File: src/rtl/strap_pkg.sv
// Shared types for the strap sampling controller.
// Assumes nothing beyond a single clock domain.
package strap_pkg;
    // Two phases: pins are read as inputs, then driven as clocks.
    typedef enum logic {
        PH_SAMPLE = 1'b0,
        PH_DRIVE  = 1'b1
    } strap_phase_t;
endpackage

File: src/rtl/strap_sync.sv
// Two-flop synchroniser for the asynchronous pin levels.
// Assumes each pin level is quasi-static near the end of the interval.
module strap_sync #(
    parameter int NPIN = 2
) (
    input  logic            clk,
    input  logic            por_n,
    input  logic [NPIN-1:0] pin_in,
    output logic [NPIN-1:0] pin_sync
);
    logic [NPIN-1:0] meta_q;
    logic [NPIN-1:0] stab_q;

    // Purpose: pass each pin level through two flops into the clk domain.
    always_ff @(posedge clk) begin
        if (!por_n) begin
            meta_q <= '0;
            stab_q <= '0;
        end else begin
            meta_q <= pin_in;
            stab_q <= meta_q;
        end
    end

    assign pin_sync = stab_q;
endmodule

File: src/rtl/strap_window.sv
// Interval timer. It counts reference cycles after power-on reset release
// and moves from the sampling phase to the driving phase.
// Assumes WIN_CYCLES >= 3, so that the synchroniser has filled before capture.
module strap_window
    import strap_pkg::*;
#(
    parameter int WIN_CYCLES = 28636
) (
    input  logic         clk,
    input  logic         por_n,
    output logic         capture,
    output strap_phase_t phase
);
    localparam int CW = $clog2(WIN_CYCLES) + 1;
    localparam logic [CW-1:0] LAST = CW'(WIN_CYCLES - 1);

    logic [CW-1:0] cnt_q;
    strap_phase_t  phase_q;

    // Purpose: flag the final cycle of the sampling interval.
    always_comb begin
        capture = (phase_q == PH_SAMPLE) && (cnt_q == LAST);
    end

    // Purpose: count the interval and hold in the drive phase afterwards.
    always_ff @(posedge clk) begin
        if (!por_n) begin
            cnt_q   <= '0;
            phase_q <= PH_SAMPLE;
        end else if (phase_q == PH_SAMPLE) begin
            if (capture) begin
                phase_q <= PH_DRIVE;
            end else begin
                cnt_q <= cnt_q + 1'b1;
            end
        end
    end

    assign phase = phase_q;
endmodule

File: src/rtl/strap_latch.sv
// Configuration latch. It loads the synchronised pin levels once per
// power cycle and keeps them until the next power-on reset.
// Assumes capture is a single-cycle pulse.
module strap_latch #(
    parameter int NPIN = 2
) (
    input  logic            clk,
    input  logic            por_n,
    input  logic            capture,
    input  logic [NPIN-1:0] pin_sync,
    output logic [NPIN-1:0] bits,
    output logic            valid
);
    logic [NPIN-1:0] bits_q;
    logic            valid_q;

    // Purpose: one-time load of the strap levels; only the POR clears them.
    always_ff @(posedge clk) begin
        if (!por_n) begin
            bits_q  <= '0;
            valid_q <= 1'b0;
        end else if (capture && !valid_q) begin
            bits_q  <= pin_sync;
            valid_q <= 1'b1;
        end
    end

    assign bits  = bits_q;
    assign valid = valid_q;
endmodule

File: src/rtl/strap_clk_gate.sv
// Glitch-safe release of one pin's clock. The output stays low after the
// driver is enabled until the source is seen low, so the first high
// phase is never short. A hold-low input forces the output low.
// Assumes clk_src is a level that changes at most once per clk cycle.
module strap_clk_gate
    import strap_pkg::*;
(
    input  logic         clk,
    input  logic         por_n,
    input  strap_phase_t phase,
    input  logic         hold_low,
    input  logic         clk_src,
    output logic         pin_clk
);
    logic run_q;
    logic out_q;

    // Purpose: open the gate on the first low source level in the drive phase.
    always_ff @(posedge clk) begin
        if (!por_n) begin
            run_q <= 1'b0;
        end else if (phase == PH_DRIVE && !clk_src) begin
            run_q <= 1'b1;
        end
    end

    // Purpose: register the gated, hold-able clock level for the pad.
    always_ff @(posedge clk) begin
        if (!por_n) begin
            out_q <= 1'b0;
        end else begin
            out_q <= run_q && clk_src && !hold_low;
        end
    end

    assign pin_clk = out_q;
endmodule

File: src/rtl/strap_sampler.sv
// Top of the strap sampling controller. It ties together the synchroniser,
// the interval timer, the configuration latch and one clock gate per pin.
// Assumes por_n is already synchronous to clk and is the only reset.
module strap_sampler
    import strap_pkg::*;
#(
    parameter int NPIN       = 2,
    parameter int WIN_CYCLES = 28636
) (
    input  logic            clk,
    input  logic            por_n,
    input  logic            hold_low,
    input  logic [NPIN-1:0] pin_in,
    input  logic [NPIN-1:0] clk_src,
    output logic [NPIN-1:0] pin_oe,
    output logic [NPIN-1:0] pin_clk,
    output logic [NPIN-1:0] strap_bits,
    output logic            strap_valid
);
    logic [NPIN-1:0] pin_sync;
    logic            capture;
    strap_phase_t    phase;

    strap_sync #(.NPIN(NPIN)) u_sync (
        .clk      (clk),
        .por_n    (por_n),
        .pin_in   (pin_in),
        .pin_sync (pin_sync)
    );

    strap_window #(.WIN_CYCLES(WIN_CYCLES)) u_window (
        .clk     (clk),
        .por_n   (por_n),
        .capture (capture),
        .phase   (phase)
    );

    strap_latch #(.NPIN(NPIN)) u_latch (
        .clk      (clk),
        .por_n    (por_n),
        .capture  (capture),
        .pin_sync (pin_sync),
        .bits     (strap_bits),
        .valid    (strap_valid)
    );

    // Purpose: drivers are enabled for every pin once the drive phase starts.
    always_comb begin
        pin_oe = (phase == PH_DRIVE) ? '1 : '0;
    end

    for (genvar g = 0; g < NPIN; g++) begin : g_pin
        strap_clk_gate u_gate (
            .clk      (clk),
            .por_n    (por_n),
            .phase    (phase),
            .hold_low (hold_low),
            .clk_src  (clk_src[g]),
            .pin_clk  (pin_clk[g])
        );
    end
endmodule

File: config.mk
export PLATFORM = sky130hd
export DESIGN_NAME = strap_sampler
export DESIGN_NICKNAME = d
export VERILOG_FILES = /design/src/rtl/strap_pkg.sv /design/src/rtl/strap_sync.sv /design/src/rtl/strap_window.sv /design/src/rtl/strap_latch.sv /design/src/rtl/strap_clk_gate.sv /design/src/rtl/strap_sampler.sv
export SDC_FILE = /design/constraint.sdc
export NUM_CORES = 1
export LEC_CHECK = 0
export ABC_AREA = 1
export BUFFER_PORTS_ARGS = -buffer_cell sky130_fd_sc_hd__buf_2
export CAP_MARGIN = 20
export CORE_UTILIZATION = 61
export CTS_CLUSTER_SIZE = 25
export DETAILED_ROUTE_END_ITERATION = 12
export PLACE_DENSITY = 0.91
export SYNTH_ARGS = -nofsm -noshare
export SYNTH_HDL_FRONTEND = slang
export SYNTH_SLANG_ARGS = --single-unit
File: constraint.sdc
create_clock -name clk -period 3.45 [get_ports clk]
set_input_delay 0.1725 -clock clk [delete_from_list [all_inputs] [get_ports clk]]
set_output_delay 0.1725 -clock clk [all_outputs]
set_load 0.02 [all_outputs]
==> results of run 1 <==
-- per-stage QoR --
stage / cells / instance area [um^2]
2_1_floorplan: 221 / 1450
3_3_place_gp: 252 / 1480
3_5_place_dp: 252 / 1480
4_1_cts: 256 / 1520
5_1_grt: 256 / 1520
6_report: 256 / 1520
-- power by group --
group	switching, mW	total [mW]	internal (mW)
logic	0.0129	0.0209	0.00797
registers	0.00470	0.333	0.329
clock network	0.0900	0.155	0.0646
-- per-layer routing --
metal  global-route usage, %  up-vias
met5                       0        -
met4                    9.26        0
met3                    4.85        8
met2                    42.0       37
met1                    30.8      555
li1                        -      699
-- state kept, by name, indices dropped and copies added (netlist names) --
name / cells
u_window.phase: 1
u_sync.meta_q: 2
g_pin.u_gate.pin_clk: 2
u_window.cnt_q: 16
g_pin.u_gate.run_q: 2
u_latch.valid: 1
u_latch.bits: 2
u_sync.pin_sync: 2
-- final cells by class --
type	instances	area, um^2
clock buffer	4	36.3
timing repair buffer	13	65.1
tap	28	35.0
multi-input combinational	153	708
fill	191	716
inverter	30	113
sequential	28	561
-- how the worst max path moves through the flow --
| stage | start | slack (ns) | endpoint | depth (start not counted) |
|---|---|---|---|---|
| floorplan | u_window.cnt_q[0]$_SDFFE_PN0P_ | 2.11 | u_window.cnt_q[10]$_SDFFE_PN0P_ | 9 |
| global placement | u_window.cnt_q[0]$_SDFFE_PN0P_ | 1.97 | u_window.cnt_q[8]$_SDFFE_PN0P_ | 7 |
| detailed placement | u_window.cnt_q[1]$_SDFFE_PN0P_ | 1.89 | u_window.cnt_q[7]$_SDFFE_PN0P_ | 7 |
| CTS | u_window.cnt_q[1]$_SDFFE_PN0P_ | 1.83 | u_window.cnt_q[4]$_SDFFE_PN0P_ | 7 |
| global route | u_window.cnt_q[1]$_SDFFE_PN0P_ | 1.67 | u_window.cnt_q[7]$_SDFFE_PN0P_ | 7 |
| finish | u_window.cnt_q[1]$_SDFFE_PN0P_ | 1.82 | u_window.cnt_q[4]$_SDFFE_PN0P_ | 7 |
-- critical path, cell delays in order (launching register included) --
cell and delay [ns]:
dfxtp_1 0.40, ha_1 0.25, nand3_1 0.11, nor2_2 0.15
nand2_2 0.17, nand2_2 0.24, nand2_1 0.09, a21oi_1 0.14
-- layout by cell type, fill, tap and decap left out --
cell	instances
nor2_1	34
nand3_1	16
nor2_2	4
nand2_1	59
xor2_1	2
nor3_1	1
clkbuf_8	1
inv_2	2
clkinv_1	1
inv_1	27
xnor2_1	3
clkbuf_4	3
a21oi_1	11
buf_2	13
o21ai_0	4
nand4_1	8
a21oi_2	2
nor4_1	2
and2_1	1
dfxtp_1	28
ha_1	1
nand2_2	5
-- cell families (layout without fill, tap and decap cells) --
group / after synthesis / count (layout)
xor gates and xnor gates: 5 / 5
and+or+nand+nor: 130 / 130
DFF: 28 / 28
AOI/OAI and AO/OA: 17 / 17
adders and majority gates: 1 / 1
buffers and inverters: 40 / 47
==> metrics.md, run 1 <==
| Metric | Value |
|---|---|
| Die extent in x | `50.7 um` |
| Core ar. | `roughly 2200 um^2` |
| Avg WL per Cell | `around 11 um` |
| Yosys cell types | `23` |
| Most frequent cell after synthesis | `nand2_1` |
| Worst R2R Path Depth | `7` |
| Post-Synth Simple-Gate Area | `between 30 and 40%` |
| Compound-Gate Fraction of Synth Area | `between 6 and 7%` |
| Met2 routed WL | `1300 um` |
| Hold Path Depth | `2` |
| Minimum clock period | `between 1.5 and 2 ns` |
| Number of synthesized flops with an enable pin | `0` |
| Post_cts resized | `0` |
| Vias | `about 1300` |
| Post-synthesis sequential area ratio | `between 30% and 40%` |
| RR Endpoint | `u_window.cnt_q[4]$_SDFFE_PN0P_` |
| Number of global-route vias before repair | `1151` |
| Power density over cell area | `between 300 and 400 nW/um^2` |
| Max FO, Critical Path | `12` |
| Placer Congestion | `a little under 0.9` |
| Setup crit end kind | `flop` |
| Critical path class | `reg -> reg` |
| TritonCTS Buffers | `3` |
| Largest net degree at the start of global routing | `18` |
| Wl on met1 | `1290 um` |
| Via/cell ratio | `a little over 5` |
| Yosys reg bits | `28` |
| Worst IR drop on VDD | `between 0.3 and 0.4 mV` |
| GRT overflow | `0` |
| Cell Rows | `17` |
| CTS Root Cell | `clkbuf_4` |
| Worst min path class | `in -> reg` |
| Least-Margin Pin Slew | `0.504 ns` |
| R2R Path Start | `u_window.cnt_q[1]$_SDFFE_PN0P_` |
| Ant diodes | `0` |
| Asr flop ratio synth | `0%` |
| Total routed wirelength | `2780 um` |
| Post-synth top flop | `dfxtp_1` |
| Dpl ws | `between 1.5 and 2 ns` |
| DIE AREA | `between 2000 and 3000 um^2` |
| DRT Pass-1 Iters | `6` |
| Yosys warns | `0` |
| IO buf count | `13` |
| Final worst path period share | `between 40% and 50%` |
| P&R area growth vs syn | `4.75%` |
| Final Skew | `0.00460 ns` |
| TritonCTS Sinks | `28` |
| Post-synthesis xor/xnor area fraction | `3.02%` |
| Clk pin slew, worst setup/hold paths | `0.14 ns` |
| Min setup slack post-route | `roughly 1.8 ns` |
| LEAKAGE | `between 0.6 and 0.7 nW` |
| Highest routed layer | `met4` |
| Top cell type's share of synthesized area | `38.7%` |
| Syn Inst Count | `around 220` |
| CTS tree | `built` |
| CTS HTree Levels | `1` |
| Final nets | `~240` |
| Rel. slew slack | `between 60 and 70%` |
| IO Count | `14` |
| CTS max path bufs | `2` |
| Most instantiated cells after synthesis | `59 x nand2_1, 34 x nor2_1, 28 x dfxtp_1` |
| MaxCap Viol Count | `0` |
| Fraction of layout cells with a size suffix above 1 | `13.2%` |
| First-pass GRT wire length | `around 4800 um` |
| Initial antenna violation count | `0` |
| Post-CTS Hold Fix Bufs | `0` |
| Initial core utilization | `about 65%` |
| Cell area after synthesis | `between 1000 and 1500 um^2` |
| Final hold violations | `0` |
| Hold WS | `0.00674 ns` |
| Worst path required time | `3.70 ns` |
| Setup crit start kind | `flop` |
| Synthesized area per cell | `around 6.6 um^2` |
| Layout Utilization | `between 60% and 70%` |
| Hold_sp | `hold_low` |
| Worst Path Arrival | `1.87 ns` |
| Worst skew pair latency | `roughly 0.32 ns` |
| Syn_nets | `between 200 and 250` |
| Outcome | `finished clean` |
| WL met3 | `around 130 um` |
| Routed Antenna Nets | `0` |
| Post-CTS Setup Bufs | `0` |
| Drt first-iter violations | `50` |
| Drt drc | `0` |
| R2R Setup Slk | `approximately 1.8 ns` |
| Final setup fails | `0` |
| Achievable Freq | `roughly 620 MHz` |
| Final HPWL DP | `approximately 2000 um` |
| Adder-cell area share of the yosys netlist | `0.864%` |
| Die Span Y | `50.7 um` |
| Post-synthesis mux area share | `0%` |
| RSZ-0062 raised after global routing | `no` |
| Max Slew Vio Count | `0` |
| Hold Crit Endpoint | `g_pin[0].u_gate.pin_clk$_SDFF_PN0_` |
| GRT Util Overall | `between 20 and 25%` |
| Setup TNS | `0 ns` |
| Largest family of logic cells by synthesized area | `simple AND/OR/NAND/NOR gates` |
| Largest area contributor in the netlist | `dfxtp_1` |
| Final total power | `509 uW` |
| Synth area leaders | `dfxtp_1 39%, nand2_1 15%, nor2_1 8.8%` |
Power figures use the tool's default switching activity.
==> inputs of run 2 (changes only) <==
- CORE_UTILIZATION: 61 -> 57
- PLACE_DENSITY: 0.91 -> 0.86
- clock period: 3.45 -> 1.6 ns (I/O delays scaled with it)
==> run 2 against run 1 <==
  * Routed wire length up 12%
  * Clock skew up 0.0052 ns
  * Core utilization up 3.1 points
  * Global-route usage up 0.60 points
  * Worst setup slack worse by 1.7 ns
  * Non-clock buffer count up 9
  * Critical path depth up 2
  * Maximum frequency up 7.2%
  * Cell count up 3.5%
  * Register-to-register slack worse by 1.7 ns
  * Combinational power rose to 2.8 times the previous value
  * Critical path type unchanged
  * Largest cell class unchanged
  * Largest power group unchanged
==> metrics.md, run 2 (synthesis gave the netlist of run 1 again) <==
| Metric | Value |
|---|---|
| Outcome | `finished clean` |
| DP Cell Count | `between 200 and 300` |
| Final nets | `246` |
| Post-CTS Setup Bufs | `0` |
| Worst Path Arrival | `1.82 ns` |
| Final hold violations | `0` |
| Ant diodes | `0` |
| Cell Rows | `17` |
| Hold WS | `0.0356 ns` |
| Largest register FFs | `16` |
| DRT Pass-1 Iters | `4` |
| Max Slew Vio Count | `0` |
| First-pass GRT wire length | `between 5000 and 6000 um` |
| Largest net degree at the start of global routing | `18` |
| P&R area growth vs syn | `12.7%` |
| Final setup fails | `0` |
| Slowest CP cell | `dfxtp_1` |
| CTS HTree Levels | `1` |
| Met2 routed WL | `1500 um` |
| Placer Congestion | `0.861` |
| Final HPWL DP | `between 2000 and 2500 um` |
| CTS max path bufs | `2` |
| Worst skew pair latency | `around 0.35 ns` |
| DIE AREA | `~2700 um^2` |
| Most frequent cells in the layout | `59 x nand2_1, 31 x nor2_1, 27 x inv_1, 27 x dfxtp_1, 16 x nand3_1` |
| Most common cell after layout, fill and taps aside | `nand2_1` |
| Critical path class | `reg -> reg` |
| CP max stage delay | `roughly 0.4 ns` |
| Routed Antenna Nets | `0` |
| Worst min path class | `in -> reg` |
| Final instance area | `between 1500 and 2000 um^2` |
| Achievable Freq | `approximately 660 MHz` |
| TritonCTS Buffers | `3` |
| Vias | `1363` |
| TritonCTS Sinks | `28` |
| Crit-path most repeated cell | `nand2_1` |
| Post-Layout Cell Count | `around 270` |
| Dpl ws | `0.0885 ns` |
| Wl on met1 | `between 1000 and 1500 um` |
| Fraction of layout cells with a size suffix above 1 | `between 10% and 20%` |
| IO buf count | `13` |
| R2R Setup Slk | `around 0.084 ns` |
| Drt first-iter violations | `46` |
| Die extent in x | `between 50 and 60 um` |
| Area after DPL | `~1500 um^2` |
| GRT overflow | `0` |
| Largest Register | `u_window.cnt_q` |
| Number of global-route vias before repair | `1154` |
| # fillers | `approximately 180` |
| Min setup slack post-route | `~0.084 ns` |
| Total routed wirelength | `around 3100 um` |
| CP Cell Sequence | `ha_2, nand3_1, inv_1, nand2_1, nor2_1, nand3_1, nand2_1, nand2_1, nor2_1` |
| Rel. slew slack | `just over 70%` |
| Power density over cell area | `around 770 nW/um^2` |
| Via/cell ratio | `approximately 5.1` |
| Minimum clock period | `between 1.5 and 2 ns` |
| Final Skew | `a little under 0.01 ns` |
| Avg WL per Cell | `between 10 and 15 um` |
| Drt drc | `0` |
| Setup crit start kind | `flop` |
| Worst IR drop on VDD | `between 0.5 and 0.6 mV` |
| CTS Root Cell | `clkbuf_4` |
| WL met3 | `around 110 um` |
| Setup crit end kind | `flop` |
| Worst path required time | `around 1.9 ns` |
| MaxCap Viol Count | `0` |
| LEAKAGE | `about 0.67 nW` |
| Max FO, Critical Path | `4` |
| Initial core utilization | `between 60% and 70%` |
| Clk pin slew, worst setup/hold paths | `0.16 ns` |
| Least-Margin Pin Slew | `0.410 ns` |
| Die Span Y | `52.4 um` |
| Final worst path period share | `approximately 95%` |
| Highest routed layer | `met4` |
| IO Count | `14` |
| Core ar. | `between 2000 and 2500 um^2` |
| GRT Util Overall | `about a quarter` |
| CTS tree | `built` |
| Initial antenna violation count | `0` |
-- run 2: changes by cell type in the layout (fill, tap and decap cells not counted) --
| cell | delta |
|---|---|
| nand2_4 | +1 |
| buf_4 | +3 |
| dfxtp_1 | -1 |
| bufinv_16 | +1 |
| nand2_2 | -1 |
| dlygate4sd3_1 | +6 |
| nor2_2 | +3 |
| ha_1 | -1 |
| ha_2 | +1 |
| nor2_1 | -3 |
| dfxtp_2 | +1 |
| clkbuf_8 | -1 |
-- run 2: final timing paths --
path / start / end / depth (start not counted)
min: por_n / u_sync.meta_q[0]$_SDFF_PN0_ / 3
max reg2reg: u_window.cnt_q[1]$_SDFFE_PN0P_ / u_window.cnt_q[12]$_SDFFE_PN0P_ / 9
min reg2reg: u_sync.meta_q[1]$_SDFF_PN0_ / u_sync.pin_sync[1]$_SDFF_PN0_ / 2
max: u_window.cnt_q[1]$_SDFFE_PN0P_ / u_window.cnt_q[12]$_SDFFE_PN0P_ / 9
-- run 2: layer usage --
metal  global-route usage, %  up-vias
li1                        -      714
met1                    31.5      600
met2                    42.4       42
met3                    2.90        7
met4                    13.6        0
met5                       0        -
-- run 2: worst max-delay path, delay by kind of cell, from the launching register on --
kind          cells  cell delay, ns
simple gates      7            0.74
flops             1            0.40
fa+ha+maj         1            0.23
buf+inv           1            0.10
-- run 2: metrics by stage --
step / setup TNS [ns] / power, mW / util, %
floorplan: 0 / 0.765 / -
global placement: 0 / 0.779 / 65.5
detailed placement: 0 / 0.783 / 65.5
CTS: 0 / 1.26 / 70.4
global route: -0.00270 / 1.29 / 71.1
finish: 0 / 1.26 / 71.1
-- run 2: layout make-up --
type	count	area (um^2)	share of cell area, %
Multi-Input combinational cell	153	723	44.3
Sequential cell	28	562	34.4
Timing Repair Buffer	22	148	9.04
Inverter	30	113	6.90
Tap cell	28	35.0	2.15
Clock inverter	1	30.0	1.84
Clock buffer	3	22.5	1.38
-- run 2: repair_timing --
action	in CTS	in global routing
hold endpoints to repair	6	0
setup endpoints to repair	0	15
gates resized for setup	0	6
hold buffers	6	0
-- run 2: power by group --
| group | switching (mW) | internal (mW) | leakage [nW] |
|---|---|---|---|
| logic | 0.0307 | 0.0280 | 0.411 |
| registers | 0.00990 | 0.710 | 0.227 |
| clock network | 0.227 | 0.254 | 0.0279 |
